==> config.mk <==
export PLATFORM = sky130hd
export DESIGN_NAME = multiport_ram
export DESIGN_NICKNAME = d
export VERILOG_FILES = /design/src/rtl/mpram_pkg.sv /design/src/rtl/mpram_sdp.sv /design/src/rtl/mpram_ilvt.sv /design/src/rtl/multiport_ram.sv
export SDC_FILE = /design/constraint.sdc
export NUM_CORES = 1
export LEC_CHECK = 0
export CAP_MARGIN = 0
export CORE_MARGIN = 2
export CORE_UTILIZATION = 45
export CTS_BUF_LIST = sky130_fd_sc_hd__clkbuf_16
export CTS_CLUSTER_DIAMETER = 200
export DETAILED_ROUTE_END_ITERATION = 10
export DONT_BUFFER_PORTS = 1
export GPL_TIMING_DRIVEN = 0
export HOLD_SLACK_MARGIN = 0.03
export PLACE_DENSITY = 0.67
export SLEW_MARGIN = 20
export SYNTH_ARGS = -nofsm -noshare
export SYNTH_HDL_FRONTEND = slang
export SYNTH_HIERARCHICAL = 1
export SYNTH_SLANG_ARGS = --single-unit
==> constraint.sdc <==
create_clock -name clk -period 11.35 [get_ports clk]
set_clock_uncertainty 0.2 [all_clocks]
set_input_delay 1.135 -clock clk [delete_from_list [all_inputs] [get_ports clk]]
set_output_delay 1.135 -clock clk [all_outputs]
set_load 0.02 [all_outputs]
==> src/rtl/mpram_pkg.sv <==
package mpram_pkg;

  typedef enum logic {
    ENC_BIN    = 1'b0,
    ENC_ONEHOT = 1'b1
  } lvt_enc_e;

  // Slot of port other_id inside the peer list kept by port self_id.
  function automatic int peer_pos(input int self_id, input int other_id);
    return (other_id < self_id) ? other_id : other_id - 1;
  endfunction

endpackage

==> src/rtl/mpram_sdp.sv <==
module mpram_sdp #(
  parameter int DW       = 8,
  parameter int AW       = 4,
  parameter bit ASYNC_RD = 1'b0
) (
  input  logic          clk,
  input  logic          we,
  input  logic [AW-1:0] waddr,
  input  logic [DW-1:0] wdata,
  input  logic [AW-1:0] raddr,
  output logic [DW-1:0] rdata
);
  localparam int DEPTH = 1 << AW;

  logic [DW-1:0] mem [DEPTH];

  always_ff @(posedge clk) begin
    if (we) mem[waddr] <= wdata;
  end

  generate
    if (ASYNC_RD) begin : g_async
      assign rdata = mem[raddr];
    end else begin : g_sync
      // read-before-write: same-edge write is not visible
      always_ff @(posedge clk) begin
        rdata <= mem[raddr];
      end
    end
  endgenerate

endmodule

==> src/rtl/mpram_ilvt.sv <==
module mpram_ilvt
  import mpram_pkg::*;
#(
  parameter int       NW  = 3,
  parameter int       NR  = 2,
  parameter int       AW  = 4,
  parameter lvt_enc_e ENC = ENC_BIN,
  parameter int       SW  = $clog2(NW)
) (
  input  logic                   clk,
  input  logic                   rst,
  input  logic [NW-1:0]          we,
  input  logic [NW-1:0][AW-1:0]  waddr,
  input  logic [NR-1:0][AW-1:0]  raddr,
  output logic [NR-1:0][SW-1:0]  sel
);
  localparam bit IS_BIN = (ENC == ENC_BIN);
  localparam int TW     = IS_BIN ? SW : NW - 1;  // stored entry width
  localparam int VW     = IS_BIN ? SW : 1;       // write-side copy width

  logic [NW-1:0][TW-1:0]         tnew;
  logic [NR-1:0][NW-1:0][TW-1:0] rview;

  generate
    for (genvar w = 0; w < NW; w++) begin : g_w
      logic [NW-2:0][VW-1:0] peer;
      logic [TW-1:0]         nv;

      for (genvar j = 0; j < NW; j++) begin : g_j
        if (j != w) begin : g_cp
          localparam int P = peer_pos(w, j);
          localparam int Q = peer_pos(j, w);
          logic [VW-1:0] cp_wd;
          if (IS_BIN) begin : g_b
            assign cp_wd = tnew[j];
          end else begin : g_o
            assign cp_wd = tnew[j][Q];
          end
          mpram_sdp #(.DW(VW), .AW(AW), .ASYNC_RD(1'b1)) i_peer (
            .clk(clk), .we(we[j]), .waddr(waddr[j]), .wdata(cp_wd),
            .raddr(waddr[w]), .rdata(peer[P])
          );
        end
      end

      if (IS_BIN) begin : g_nb
        always_comb begin
          nv = SW'(w);
          for (int p = 0; p < NW - 1; p++) nv ^= peer[p];
        end
      end else begin : g_no
        always_comb begin
          for (int p = 0; p < NW - 1; p++) nv[p] = peer[p][0] ^ (p >= w);
        end
      end
      assign tnew[w] = nv;

      for (genvar r = 0; r < NR; r++) begin : g_rc
        mpram_sdp #(.DW(TW), .AW(AW), .ASYNC_RD(1'b0)) i_rcopy (
          .clk(clk), .we(we[w]), .waddr(waddr[w]), .wdata(nv),
          .raddr(raddr[r]), .rdata(rview[r][w])
        );
      end
    end

    for (genvar r = 0; r < NR; r++) begin : g_rd
      logic [SW-1:0] s;
      if (IS_BIN) begin : g_db
        always_comb begin
          s = '0;
          for (int w = 0; w < NW; w++) s ^= rview[r][w];
        end
      end else begin : g_do
        logic [NW-1:0] valid;
        always_comb begin
          for (int w = 0; w < NW; w++) begin
            valid[w] = 1'b1;
            for (int j = 0; j < NW; j++) begin
              if (j < w)
                valid[w] &= (rview[r][w][peer_pos(w, j)] == rview[r][j][peer_pos(j, w)]);
              else if (j > w)
                valid[w] &= (rview[r][w][peer_pos(w, j)] != rview[r][j][peer_pos(j, w)]);
            end
          end
          s = '0;
          for (int w = 0; w < NW; w++) if (valid[w]) s |= SW'(w);
        end

        owner_onehot0_chk: assert property (@(posedge clk) disable iff (rst)
          $onehot0(valid));
      end
      assign sel[r] = s;
    end
  endgenerate

  logic clash;
  always_comb begin
    clash = 1'b0;
    for (int i = 0; i < NW; i++)
      for (int j = i + 1; j < NW; j++)
        if (we[i] && we[j] && waddr[i] == waddr[j]) clash = 1'b1;
  end

  generate
    for (genvar w = 0; w < NW; w++) begin : g_aw
      for (genvar r = 0; r < NR; r++) begin : g_ar

        owner_moves_chk: assert property (@(posedge clk) disable iff (rst)
          $past(we[w] && !clash) && raddr[r] == $past(waddr[w]) |=> sel[r] == SW'(w));
      end
    end
  endgenerate

endmodule

==> src/rtl/multiport_ram.sv <==
module multiport_ram
  import mpram_pkg::*;
#(
  parameter int       NW  = 3,
  parameter int       NR  = 2,
  parameter int       DW  = 16,
  parameter int       AW  = 4,
  parameter lvt_enc_e ENC = ENC_BIN
) (
  input  logic                  clk,
  input  logic                  rst,
  input  logic [NW-1:0]         wr_en,
  input  logic [NW-1:0][AW-1:0] wr_addr,
  input  logic [NW-1:0][DW-1:0] wr_data,
  input  logic [NR-1:0][AW-1:0] rd_addr,
  output logic [NR-1:0][DW-1:0] rd_data
);
  localparam int SW = $clog2(NW);

  logic [NW-1:0]                 weg;
  logic [NR-1:0][NW-1:0][DW-1:0] bank_q;
  logic [NR-1:0][SW-1:0]         sel;

  assign weg = wr_en & {NW{~rst}};

  mpram_ilvt #(.NW(NW), .NR(NR), .AW(AW), .ENC(ENC), .SW(SW)) i_table (
    .clk(clk), .rst(rst), .we(weg), .waddr(wr_addr), .raddr(rd_addr), .sel(sel)
  );

  generate
    for (genvar w = 0; w < NW; w++) begin : g_bank
      for (genvar r = 0; r < NR; r++) begin : g_copy
        mpram_sdp #(.DW(DW), .AW(AW), .ASYNC_RD(1'b0)) i_data (
          .clk(clk), .we(weg[w]), .waddr(wr_addr[w]), .wdata(wr_data[w]),
          .raddr(rd_addr[r]), .rdata(bank_q[r][w])
        );
      end
    end

    for (genvar r = 0; r < NR; r++) begin : g_mux
      logic [DW-1:0] d;
      always_comb begin
        d = '0;
        for (int w = 0; w < NW; w++) if (sel[r] == SW'(w)) d = bank_q[r][w];
      end
      assign rd_data[r] = d;
    end
  endgenerate

  logic [NR-1:0] rd_hit;
  logic          wr_clash;
  always_comb begin
    rd_hit   = '0;
    wr_clash = 1'b0;
    for (int r = 0; r < NR; r++)
      for (int w = 0; w < NW; w++)
        if (weg[w] && wr_addr[w] == rd_addr[r]) rd_hit[r] = 1'b1;
    for (int i = 0; i < NW; i++)
      for (int j = i + 1; j < NW; j++)
        if (weg[i] && weg[j] && wr_addr[i] == wr_addr[j]) wr_clash = 1'b1;
  end

  generate
    for (genvar r = 0; r < NR; r++) begin : g_ahold

      read_hold_chk: assert property (@(posedge clk) disable iff (rst)
        $stable(rd_addr[r]) && !$past(rd_hit[r]) |=> $stable(rd_data[r]));
      for (genvar w = 0; w < NW; w++) begin : g_awr

        write_then_read_chk: assert property (@(posedge clk) disable iff (rst)
          $past(weg[w] && !wr_clash) && rd_addr[r] == $past(wr_addr[w])
          |=> rd_data[r] == $past(wr_data[w], 2));
      end
    end
  endgenerate

endmodule

==> qor.csv <==
metric,value,unit
worstSetupEndpointType,output port,
timing.critical_path.required,10.02,ns
outcome,"finished, final reports clean",
comb_power_share,6.4,%
fmaxAchievable,0.219,GHz
clock_latency_at_the_later_pin_of_the_worst_skew_pair,0.85,ns
category_of_the_worst_setup_path_launch_point,flip-flop,
placementRows,152,
max_slew_violation_total_from_the_final_report,0,
final.setup.tns,0,ns
grt_start_max_net_pins,45,
postSynthRegisterBits,2028,
drt_first_pass_iters,5,
worst_hold_path_type,in2reg,
netlist_area,77500,um2
hold_worst_slack,0.176,ns
postSynthCellCount,3607,
clock_slew_at_the_register_clock_pins_of_the_worst_setup_and_hold_paths,0.06,ns
critPathArrivalTime,3.24,ns
timing.max_slew.rel_slack,14.1,%
start_util,45.2,%
final_layout_size_suffix_gt1_share,23.9,%
mappedNetlistNets,3680,
ctsHoldBuffers,0,
crit_fanout,10,
period_share,40.3,%
cellInternalPower,12.2,mW
cts_tree,yes,
antenna_violations_before_repair,4,
ir_worst_vdd,0.000140,V
synthToLayoutAreaGrowth,14.6,%
fp.dieArea,176000,um2
clock_sink_count,2028,
htree_num_levels,4,
psw,3.47,mW
synth_sequential_area_ratio,77.2,%
switching_power_as_a_share_of_total_power,22.1,%
cts_setup_buffers,0,
wl_per_cell,27.9,um
cts_made_buffers,196,
dp_hpwl,114000,um
cell_at_the_root_of_the_clock_tree,sky130_fd_sc_hd__clkbuf_16,
fp.coreArea,171000,um2
route.detailed.drc,0,
sequential_fraction_of_design_power,53.6,%
share_clk_of_total_power,40.0,%
slew_of_the_pin_with_the_lowest_slew_margin,1.29,ns
synth_warnings,6,
first_global_vias,37900,
timing.max_cap.violations,0,
dr.first_iter.drc_count,3942,
cts_buffer_depth,3,
placement.io_buffers,0,
postRouteWirelength,179000,um
netlist-cell-type-count,26,
grt.total_usage,20.5,%
num-nets-final,4016,
floorplan.die.height,419,um
postSynthAreaPerCell,21.5,um2
finalWeightedCongestion,0.931,
grt_overflow_total,0,
path_class,reg2out,
cellLeakagePower,28.4,nW
grt_setup_unrepaired,false,
finalCoreUtilization,51.9,%
num_vias,37600,
dieWidth,419,um
report.final.setup_viol,0,
io-pin-count,105,
routed_via_density,5.86,
hold_viol_final,0,
power.density_cell_area,177,nW/um2
post_cts_resized,0,
grt_first_pass_wirelength,260000,um
post-route-min-period,4.57,ns
antenna_nets_post_route,0,
-- layout make-up --
class	instances	area, um2
Sequential cell	2028	59800
Multi-Input combinational cell	1417	17000
Clock buffer	196	4900
Antenna cell	4	10.0
Fill cell	13100	82500
Clock inverter	164	1390
Buffer	162	1060
Tap cell	2310	2890
Timing Repair Buffer	138	1750
-- critical path: stages (launching register included) --
cell and delay (ns):
sky130_fd_sc_hd__dfxtp_1 0.35, sky130_fd_sc_hd__xor3_1 0.54, sky130_fd_sc_hd__buf_6 0.21, sky130_fd_sc_hd__buf_8 0.16, sky130_fd_sc_hd__mux2i_1 0.12, sky130_fd_sc_hd__o2bb2ai_1 1.01
-- cell usage after synthesis --
master | n | area [um2]
sky130_fd_sc_hd__edfxtp_1 | 1920 | 57700
sky130_fd_sc_hd__mux4_2 | 372 | 8380
sky130_fd_sc_hd__nor2_1 | 234 | 878
sky130_fd_sc_hd__a22oi_1 | 216 | 1620
sky130_fd_sc_hd__nand2_1 | 138 | 518
sky130_fd_sc_hd__dfxtp_1 | 108 | 2160
sky130_fd_sc_hd__mux4_1 | 108 | 2840
sky130_fd_sc_hd__nor3_1 | 72 | 360
sky130_fd_sc_hd__nand3_1 | 66 | 330
sky130_fd_sc_hd__clkbuf_1 | 62 | 233
sky130_fd_sc_hd__buf_6 | 42 | 473
sky130_fd_sc_hd__nor2b_1 | 39 | 244
sky130_fd_sc_hd__nand2b_1 | 36 | 225
sky130_fd_sc_hd__nand3b_1 | 36 | 270
sky130_fd_sc_hd__mux2i_1 | 32 | 320
sky130_fd_sc_hd__o2bb2ai_1 | 32 | 280
sky130_fd_sc_hd__buf_1 | 18 | 67.6
sky130_fd_sc_hd__buf_2 | 18 | 90.1
sky130_fd_sc_hd__buf_4 | 18 | 135
sky130_fd_sc_hd__or3b_2 | 18 | 158
sky130_fd_sc_hd__and2_1 | 6 | 37.5
sky130_fd_sc_hd__buf_8 | 4 | 60.1
sky130_fd_sc_hd__xor2_1 | 4 | 35.0
sky130_fd_sc_hd__xor3_1 | 4 | 95.1
sky130_fd_sc_hd__nor2b_4 | 2 | 27.5
sky130_fd_sc_hd__xnor2_1 | 2 | 17.5
-- path summary, 6_finish.rpt --
check                                                                            from                                                 end  slack [ns]  cells after the start
worst max-delay path                  i_table/g_w[1].g_rc[1].i_rcopy/rdata[0]$_DFF_P_                                         rd_data[17]        6.78                      5
worst min-delay path                                                      wr_data[37]      g_bank[2].g_copy[1].i_data/mem[5][5]$_DFFE_PP_        0.18                      0
worst max register to register  i_table/g_w[1].g_j[0].g_cp.i_peer/mem[2][1]$_DFFE_PP_  i_table/g_w[1].g_rc[1].i_rcopy/mem[2][1]$_DFFE_PP_        8.51                      6
worst min register to register     i_table/g_w[0].g_rc[1].i_rcopy/mem[9][0]$_DFFE_PP_     i_table/g_w[0].g_rc[1].i_rcopy/rdata[0]$_DFF_P_        0.45                      3
-- metrics by stage --
| step | cell area, um2 | worst slack [ns] | std cells | total power, mW |
|---|---|---|---|---|
| floorplan | 77500 | 6.65 | 3607 | 9.19 |
| global placement | 80400 | 4.08 | 5917 | 9.52 |
| detailed placement | 82600 | 7.44 | 6055 | 9.59 |
| CTS | 88900 | 6.77 | 6415 | 15.8 |
| global route | 88900 | 6.84 | 6415 | 16.2 |
| finish | 88900 | 6.78 | 6419 | 15.7 |
-- sequential cells by signal (all words and copies together), names as in the netlist --
signal	count
g_bank.g_copy.i_data/mem	1536
g_bank.g_copy.i_data/rdata	96
i_table/g_w.g_j.g_cp.i_peer/mem	192
i_table/g_w.g_rc.i_rcopy/rdata	12
i_table/g_w.g_rc.i_rcopy/mem	192
-- per-layer routing --
layer / track usage [%] / part of all wire (%) / vias to the layer above
met5: 0 / 0 / -
met4: 7.97 / 3.5 / 0
met3: 4.13 / 8.0 / 260
met2: 32.5 / 49 / 1609
met1: 28.1 / 39 / 19900
li1: - / - / 15800
-- cells by family after synthesis --
family | count (synthesis) | share of synthesized area (%)
AO/OA/AOI/OAI | 248 | 2.45
multiplexers | 512 | 14.9
XOR/XNOR | 10 | 0.190
buffers and inverters | 162 | 1.37
flip-flops | 2028 | 77.2
AND/OR/NAND/NOR | 647 | 3.93
-- power by group through the flow --
| stage | clock network (mW) | logic (mW) | registers (mW) |
|---|---|---|---|
| floorplan | 0 | 0.622 | 8.57 |
| global placement | 0 | 0.919 | 8.60 |
| detailed placement | 0 | 1.00 | 8.59 |
| CTS | 6.39 | 1.01 | 8.43 |
| global route | 6.68 | 1.05 | 8.43 |
| finish | 6.29 | 1.00 | 8.43 |
-- cell usage in the layout (no fill, tap or decap), types with 4 or more instances in the layout --
| cell type | n |
|---|---|
| sky130_fd_sc_hd__nand2b_1 | 36 |
| sky130_fd_sc_hd__clkinvlp_4 | 7 |
| sky130_fd_sc_hd__nor2_2 | 72 |
| sky130_fd_sc_hd__diode_2 | 4 |
| sky130_fd_sc_hd__nor2b_1 | 36 |
| sky130_fd_sc_hd__clkbuf_1 | 62 |
| sky130_fd_sc_hd__a22oi_1 | 216 |
| sky130_fd_sc_hd__or3b_2 | 18 |
| sky130_fd_sc_hd__clkinv_16 | 9 |
| sky130_fd_sc_hd__xor2_4 | 4 |
| sky130_fd_sc_hd__edfxtp_1 | 1920 |
| sky130_fd_sc_hd__mux2i_1 | 32 |
| sky130_fd_sc_hd__mux4_2 | 372 |
| sky130_fd_sc_hd__nor2_1 | 162 |
| sky130_fd_sc_hd__mux4_1 | 108 |
| sky130_fd_sc_hd__nand3b_1 | 36 |
| sky130_fd_sc_hd__bufinv_16 | 14 |
| sky130_fd_sc_hd__buf_6 | 82 |
| sky130_fd_sc_hd__buf_1 | 18 |
| sky130_fd_sc_hd__o2bb2ai_1 | 32 |
| sky130_fd_sc_hd__nor3_1 | 48 |
| sky130_fd_sc_hd__nor3_2 | 24 |
| sky130_fd_sc_hd__xor3_1 | 4 |
| sky130_fd_sc_hd__buf_16 | 10 |
| sky130_fd_sc_hd__inv_1 | 44 |
| sky130_fd_sc_hd__buf_8 | 51 |
| sky130_fd_sc_hd__nand3_1 | 66 |
| sky130_fd_sc_hd__nand2_1 | 138 |
| sky130_fd_sc_hd__and2_1 | 6 |
| sky130_fd_sc_hd__nor2b_4 | 5 |
| sky130_fd_sc_hd__buf_2 | 18 |
| sky130_fd_sc_hd__clkbuf_16 | 196 |
| sky130_fd_sc_hd__dfxtp_1 | 108 |
| sky130_fd_sc_hd__buf_4 | 58 |
| sky130_fd_sc_hd__clkinv_1 | 50 |
| sky130_fd_sc_hd__clkinv_2 | 29 |
Note: power is estimated with default switching activity, not from simulation.
